<file path="src/rtl/clkwd_pkg.sv">
package clkwd_pkg;
  typedef enum logic [1:0] {
    FSRC_STRAP,
    FSRC_PROG,
    FSRC_REC_STRAP,
    FSRC_REC_SW
  } fsrc_e;
endpackage

</file>
<file path="src/rtl/clkwd_prescale.sv">
module clkwd_prescale #(
  parameter int STEP_TICKS = 150,
  parameter int ALT_MULT   = 4
) (
  input  logic clk,
  input  logic rst_n,
  input  logic tick,
  input  logic clear,
  input  logic run,
  input  logic alt,
  output logic step
);
  localparam int MAX_LIM = STEP_TICKS * ALT_MULT;
  localparam int CW      = $clog2(MAX_LIM + 1);
  localparam logic [CW-1:0] TERM_BASE = CW'(STEP_TICKS - 1);
  localparam logic [CW-1:0] TERM_ALT  = CW'(MAX_LIM - 1);

  logic [CW-1:0] cnt_q, cnt_d, term;
  logic          cnt_ce;

  generate
    if (ALT_MULT > 1) begin : g_two_scales
      assign term = alt ? TERM_ALT : TERM_BASE;
    end else begin : g_one_scale
      assign term = TERM_BASE;
    end
  endgenerate

  assign step   = run && tick && (cnt_q >= term);
  assign cnt_ce = clear || (run && tick);

  always_comb begin
    if (clear)     cnt_d = '0;
    else if (step) cnt_d = '0;
    else           cnt_d = cnt_q + CW'(1);
  end

  always_ff @(posedge clk or negedge rst_n) begin
    if (!rst_n)      cnt_q <= '0;
    else if (cnt_ce) cnt_q <= cnt_d;
  end

  // after a step the grouping counter starts over
  a_r2_step_restarts_group: assert property (@(posedge clk) disable iff (!rst_n)
    step |=> (cnt_q == '0));
  // nothing advances while stopped and not cleared
  a_r6_hold_when_stopped: assert property (@(posedge clk) disable iff (!rst_n)
    (!run && !clear) |=> $stable(cnt_q));
endmodule

</file>
<file path="src/rtl/clkwd_timer.sv">
module clkwd_timer #(
  parameter int TO_W = 5
) (
  input  logic            clk,
  input  logic            rst_n,
  input  logic            en,
  input  logic            reload,
  input  logic            step,
  input  logic [TO_W-1:0] tmo,
  output logic            armed,
  output logic            expire,
  output logic            status
);
  logic [TO_W-1:0] cnt_q, cnt_d;
  logic            cnt_ce;
  logic            status_q, status_d;

  assign armed  = en && (tmo != '0) && !status_q;
  assign expire = armed && step && !reload && (cnt_q == TO_W'(1));
  assign status = status_q;
  assign cnt_ce = reload || !en || (armed && step);

  always_comb begin
    if (reload || !en) cnt_d = tmo;
    else               cnt_d = cnt_q - TO_W'(1);
  end

  always_comb begin
    if (!en)         status_d = 1'b0;
    else if (expire) status_d = 1'b1;
    else             status_d = status_q;
  end

  always_ff @(posedge clk or negedge rst_n) begin
    if (!rst_n)      cnt_q <= '0;
    else if (cnt_ce) cnt_q <= cnt_d;
  end

  always_ff @(posedge clk or negedge rst_n) begin
    if (!rst_n) status_q <= 1'b0;
    else        status_q <= status_d;
  end

  a_r6_status_sticky: assert property (@(posedge clk) disable iff (!rst_n)
    (status_q && en) |=> status_q);
  a_r6_disable_clears: assert property (@(posedge clk) disable iff (!rst_n)
    !en |=> !status_q);
  a_r5_zero_never_expires: assert property (@(posedge clk) disable iff (!rst_n)
    (tmo == '0) |-> !expire);
  a_r4_reload_restarts: assert property (@(posedge clk) disable iff (!rst_n)
    reload |=> (cnt_q == $past(tmo)));
endmodule

</file>
<file path="src/rtl/clkwd_rstgen.sv">
module clkwd_rstgen #(
  parameter int PULSE_TICKS = 4
) (
  input  logic clk,
  input  logic rst_n,
  input  logic tick,
  input  logic trig,
  output logic rst_out_n
);
  localparam int PW = $clog2(PULSE_TICKS + 1);

  logic [PW-1:0] cnt_q, cnt_d;
  logic          cnt_ce;

  assign cnt_ce    = trig || (tick && (cnt_q != '0));
  assign rst_out_n = (cnt_q == '0);

  always_comb begin
    if (trig) cnt_d = PW'(PULSE_TICKS);
    else      cnt_d = cnt_q - PW'(1);
  end

  always_ff @(posedge clk or negedge rst_n) begin
    if (!rst_n)      cnt_q <= '0;
    else if (cnt_ce) cnt_q <= cnt_d;
  end

  a_r9_pulse_needs_trigger: assert property (@(posedge clk) disable iff (!rst_n)
    $fell(rst_out_n) |-> $past(trig));
  a_r10_pulse_waits_for_tick: assert property (@(posedge clk) disable iff (!rst_n)
    (!rst_out_n && !tick && !trig) |=> !rst_out_n);
endmodule

</file>
<file path="src/rtl/clkwd_recsel.sv">
module clkwd_recsel
  import clkwd_pkg::*;
#(
  parameter int N_W = 8,
  parameter int M_W = 7
) (
  input  logic           timed_out,
  input  logic           rec_use_sw,
  input  logic           prog_en,
  input  logic [N_W-1:0] strap_n,
  input  logic [M_W-1:0] strap_m,
  input  logic [N_W-1:0] rec_n,
  input  logic [M_W-1:0] rec_m,
  input  logic [N_W-1:0] prog_n,
  input  logic [M_W-1:0] prog_m,
  output logic [N_W-1:0] act_n,
  output logic [M_W-1:0] act_m
);
  fsrc_e src;

  always_comb begin
    if (timed_out) src = rec_use_sw ? FSRC_REC_SW : FSRC_REC_STRAP;
    else           src = prog_en ? FSRC_PROG : FSRC_STRAP;
  end

  always_comb begin
    unique case (src)
      FSRC_PROG:   begin act_n = prog_n; act_m = prog_m; end
      FSRC_REC_SW: begin act_n = rec_n;  act_m = rec_m;  end
      default:     begin act_n = strap_n; act_m = strap_m; end
    endcase
  end
endmodule

</file>
<file path="src/rtl/clkwd_top.sv">
module clkwd_top #(
  parameter int STEP_TICKS = 150,
  parameter int ALT_MULT   = 4,
  parameter int TO_W       = 5,
  parameter int RST_TICKS  = 4,
  parameter int N_W        = 8,
  parameter int M_W        = 7
) (
  input  logic           clk,
  input  logic           rst_n,
  input  logic           ms_tick,
  input  logic           wd_cfg_wr,
  input  logic [TO_W:0]  wd_cfg_wdata,
  input  logic           wd_kick,
  input  logic           wd_en,
  input  logic           rst_on_wd,
  input  logic           rst_on_fchg,
  input  logic           fchg_strobe,
  input  logic           rec_use_sw,
  input  logic [N_W-1:0] strap_n,
  input  logic [M_W-1:0] strap_m,
  input  logic [N_W-1:0] rec_n,
  input  logic [M_W-1:0] rec_m,
  input  logic           prog_en,
  input  logic [N_W-1:0] prog_n,
  input  logic [M_W-1:0] prog_m,
  output logic           rec_active,
  output logic [N_W-1:0] act_n,
  output logic [M_W-1:0] act_m,
  output logic           wd_status,
  output logic           sys_rst_n
);
  logic [TO_W-1:0] tmo_q, tmo_d;
  logic            alt_q, alt_d;
  logic            reload, armed, step, expire, rst_trig;

  assign tmo_d    = wd_cfg_wr ? wd_cfg_wdata[TO_W:1] : tmo_q;
  assign alt_d    = wd_cfg_wr ? wd_cfg_wdata[0] : alt_q;
  assign reload   = wd_cfg_wr || wd_kick;
  assign rst_trig = (expire && rst_on_wd) || (fchg_strobe && rst_on_fchg);

  always_ff @(posedge clk or negedge rst_n) begin
    if (!rst_n) begin
      tmo_q <= '0;
      alt_q <= 1'b0;
    end else if (wd_cfg_wr) begin
      tmo_q <= tmo_d;
      alt_q <= alt_d;
    end
  end

  clkwd_prescale #(.STEP_TICKS(STEP_TICKS), .ALT_MULT(ALT_MULT)) u_prescale (
    .clk(clk), .rst_n(rst_n), .tick(ms_tick), .clear(reload || !armed),
    .run(armed), .alt(alt_d), .step(step));

  clkwd_timer #(.TO_W(TO_W)) u_timer (
    .clk(clk), .rst_n(rst_n), .en(wd_en), .reload(reload), .step(step),
    .tmo(tmo_d), .armed(armed), .expire(expire), .status(wd_status));

  clkwd_rstgen #(.PULSE_TICKS(RST_TICKS)) u_rstgen (
    .clk(clk), .rst_n(rst_n), .tick(ms_tick), .trig(rst_trig),
    .rst_out_n(sys_rst_n));

  clkwd_recsel #(.N_W(N_W), .M_W(M_W)) u_recsel (
    .timed_out(wd_status), .rec_use_sw(rec_use_sw), .prog_en(prog_en),
    .strap_n(strap_n), .strap_m(strap_m), .rec_n(rec_n), .rec_m(rec_m),
    .prog_n(prog_n), .prog_m(prog_m), .act_n(act_n), .act_m(act_m));

  assign rec_active = wd_status;

  a_r7_sw_recovery_pair: assert property (@(posedge clk) disable iff (!rst_n)
    (wd_status && rec_use_sw) |-> (act_n == rec_n && act_m == rec_m));
  a_r8_prog_pair: assert property (@(posedge clk) disable iff (!rst_n)
    (!wd_status && prog_en) |-> (act_n == prog_n && act_m == prog_m));
  a_r9_timeout_pulse: assert property (@(posedge clk) disable iff (!rst_n)
    (expire && rst_on_wd) |=> !sys_rst_n);
  a_r10_fchg_pulse: assert property (@(posedge clk) disable iff (!rst_n)
    (fchg_strobe && rst_on_fchg) |=> !sys_rst_n);
endmodule

</file>
<file path="config.mk">
export PLATFORM = sky130hd
export DESIGN_NAME = clkwd_top
export DESIGN_NICKNAME = d
export VERILOG_FILES = /design/src/rtl/clkwd_pkg.sv /design/src/rtl/clkwd_prescale.sv /design/src/rtl/clkwd_timer.sv /design/src/rtl/clkwd_rstgen.sv /design/src/rtl/clkwd_recsel.sv /design/src/rtl/clkwd_top.sv
export SDC_FILE = /design/constraint.sdc
export NUM_CORES = 1
export LEC_CHECK = 0
export CAP_MARGIN = 20
export CORE_MARGIN = 1.5
export CORE_UTILIZATION = 42
export CTS_CLUSTER_SIZE = 40
export DETAILED_ROUTE_END_ITERATION = 8
export PLACE_DENSITY = 0.81
export SYNTH_ARGS = -nofsm -noshare
export SYNTH_HDL_FRONTEND = slang
export SYNTH_SLANG_ARGS = --single-unit
</file>
<file path="constraint.sdc">
create_clock -name clk -period 2.9 [get_ports clk]
set_input_delay 0.725 -clock clk [delete_from_list [all_inputs] [get_ports clk]]
set_output_delay 0.725 -clock clk [all_outputs]
set_load 0.02 [all_outputs]
</file>
==> summary.md <==
| Metric | Value |
|---|---|
| Status | `finished clean` |
| DR iter-0 viols | `between 100 and 150` |
| # nets final | `367` |
| Pint | `659 µW` |
| Final Instance Count excl. Fillers | `345` |
| Worst hold slack | `0.520 ns` |
| Busiest grt layer | `met2` |
| Die Y | `68.3 µm` |
| First-pass GRT wire length | `approximately 8000 µm` |
| R2R Setup Slk | `0.63 ns` |
| Crit path kind | `in -> out` |
| Final count of hold timing violations | `0` |
| Placed cell area | `2700 µm²` |
| Total Routing Usage GR | `0.228` |
| Reg-to-Reg End | `u_timer.cnt_q[1]` |
| DP Wirelength | `3970 µm` |
| Fraction of layout cells with a size suffix above 1 | `0.115` |
| Number of global-route vias before repair | `1923` |
| Part of the power in the clock network | `0.231` |
| Area Overhead vs Synth | `53.9%` |
| Overflow after GRT | `0` |
| Effective utilization at floorplan | `0.442` |
| Clock Latency Late Sink | `0.28 ns` |
| DRC | `0` |
| Count of different cell masters after synthesis | `43` |
| Clock buffer depth | `2` |
| Root buf cell | `clkbuf_8` |
| Final max-slew violation count | `0` |
| Initial antenna violation count | `0` |
| Sequential Power Share | `0.431` |
| Switching Fraction | `0.306` |
| Yosys warnings | `0` |
| Switching pwr | `just under 300 µW` |
| Place WS | `-0.243 ns` |
| Pwr dens | `344 nW/µm²` |
| CTS tree | `built` |
| Slew headroom | `0.595` |
| Syn_area_per_cell | `8.57 µm²` |
| Std-Cell Core Area | `around 4100 µm²` |
| Post-synth EDFFs | `0` |
| Crit. End Element | `output port` |
| Post-synthesis instance total | `roughly 210` |
| Data arrival, critical path | `2.07 ns` |
| Lkg Pwr | `approximately 1.2 nW` |
| CP startpoint | `prog_en` |
| CTS clk-pin slew, worst paths | `about 0.09 ns` |
| PortBufs | `79` |
| R2R cell count | `8` |
| Clock skew | `0.00860 ns` |
| H-tree levels | `1` |
| CP startpoint kind | `input pin` |
| Yosys reg bits | `25` |
| Max frequency | `358 MHz` |
| Routed len/inst | `14.3 µm` |
| Post-layout util | `0.680` |
| Worst Setup EP | `act_n[2]` |
| Largest net degree at the start of global routing | `26` |
| Site Rows | `23` |
| Seq/Total Area, Yosys | `0.349` |
| Setup ws final | `0.106 ns` |
| Max FO, Critical Path | `15` |
| Finished Cell Area | `2760 µm²` |
| Via/cell ratio | `5.55` |
| Global placement routability congestion | `0.833` |
| Met1 Use GR | `0.270` |
| R2R Path Start | `alt_q` |
| Worst Hold Class | `reg -> reg` |
| Die area | `4670 µm²` |
| Met3 Usage GRT | `0.0526` |
| Synth Net Count | `280` |
| RSZ-0062 raised after global routing | `false` |
| Max Cap Violations | `0` |
| Routed via count | `1915` |
| Comb power frac | `0.338` |
| CP required | `between 2 and 2.5 ns` |
| TritonRoute pass-1 iters | `5` |
| I/O pins | `80` |
| Worst vdd ir | `just over 0.2 mV` |
| CTS buffer count | `3` |
| Primary FF master, synth | `dfrtp_1` |
| Slew @ Worst Pin | `0.603 ns` |
| GRT met2 Usage | `0.408` |
| Post-synthesis async set-or-reset flop share | `1.00` |
| Endpoints failing setup | `0` |
| CTS sink count | `25` |
| Cell area after synthesis | `between 1500 and 2000 µm²` |
| Final Cycle Share | `0.964` |
| Detailed Route WL | `4950 µm` |
| Fin crit period | `2.79 ns` |
| # diodes | `0` |
| Placed insts | `340` |
| Antenna Nets Post-Route | `0` |
| Die Wd | `68.3 µm` |
[worst min path at each step]
stage | endpoint | cells past startpoint | startpoint
floorplan | alt_q | 0 | rst_n
global placement | alt_q | 1 | alt_q
detailed placement | alt_q | 1 | alt_q
CTS | alt_q | 1 | alt_q
global route | alt_q | 1 | alt_q
finish | alt_q | 1 | alt_q
[metrics by stage]
step	power, mW	TNS, ns
2_1_floorplan	0.576	0
3_3_place_gp	0.740	-5.26
3_5_place_dp	0.750	-6.30
4_1_cts	0.956	0
5_1_grt	1.01	0
6_report	0.949	0
[state kept, by name, indices dropped and copies added, names as in the netlist]
name              flops
u_prescale.cnt_q     10
tmo_q                 5
u_timer.cnt_q         5
u_rstgen.cnt_q        3
alt_q                 1
u_timer.status        1
[what timing repair did]
action / 4_1_cts / 5_1_grt
setup buffers: 0 / 0
pin swaps: 0 / 3
gates resized for setup: 15 / 11
endpoints found under the setup margin: 15 / 27
hold buffers: 0 / 0
cloned: 0 / 1
[power by group through the flow]
stage | logic [mW] | registers, mW | clock network, mW
floorplan | 0.167 | 0.409 | 0
global placement | 0.326 | 0.414 | 0
CTS | 0.324 | 0.408 | 0.224
detailed placement | 0.335 | 0.415 | 0
global route | 0.358 | 0.415 | 0.240
finish | 0.321 | 0.409 | 0.219
[cells by family after synthesis]
kind of cell / after synthesis / share of synthesized area
simple gates: 93 / 0.265
mux: 7 / 0.0440
buf+inv: 18 / 0.0475
flops: 25 / 0.349
compound gates: 53 / 0.212
xor+xnor: 4 / 0.0196
fa+ha+maj: 9 / 0.0629
[cells in the mapped netlist, drive strengths merged, types with 6 or more instances]
| cell type | number | area, µm² |
|---|---|---|
| mux2 | 7 | 78.8 |
| dfrtp | 25 | 626 |
| a31oi | 6 | 37.5 |
| inv | 7 | 26.3 |
| o21ai | 7 | 35.0 |
| a21oi | 9 | 45.0 |
| nand3 | 6 | 30.0 |
| or3 | 7 | 43.8 |
| nor2 | 12 | 45.0 |
| clkbuf | 6 | 22.5 |
| a22oi | 15 | 113 |
| ha | 9 | 113 |
| nand2 | 43 | 161 |
[worst max-delay path, stage by stage]
cell	delay, ns
clkdlybuf4s50_1	0.40
nor2b_2	0.16
nor2_1	0.10
buf_4	0.20
nand2_1	0.09
nand2_1	0.08
clkdlybuf4s15_1	0.31
[layout by cell type, fill, tap and decap left out, types with 3 or more instances in the layout]
cell type	netlist	final
clkdlybuf4s50_1	0	63
a31oi_1	6	6
clkdlybuf4s15_1	0	4
o21ai_0	6	6
ha_1	9	9
or4_1	4	4
buf_4	2	12
o31ai_1	5	5
nand3_1	6	6
nor3_1	3	3
nand2_1	43	43
mux2_2	7	6
xor2_1	3	3
dfrtp_1	25	25
clkbuf_8	0	3
inv_1	7	7
or3_1	7	7
nor2_1	12	12
a21oi_1	9	9
a22oi_1	15	15
dlygate4sd2_1	0	9
[layer usage]
metal | share of wire | up-vias | routed length (µm)
li1 | - | 936 | -
met1 | 0.39 | 873 | 1930
met2 | 0.50 | 99 | 2480
met3 | 0.092 | 7 | 454
met4 | 0.017 | 0 | 86
met5 | 0 | - | 0
[cell type report]
class | count | area (µm²)
inverter | 7 | 26.3
multi-input combinational | 166 | 1090
clock buffer | 3 | 41.3
fill | 325 | 1300
timing repair buffer | 93 | 907
tap | 50 | 62.6
clock inverter | 1 | 7.51
sequential | 25 | 626
No activity file was read; power rests on OpenSTA's default activity.
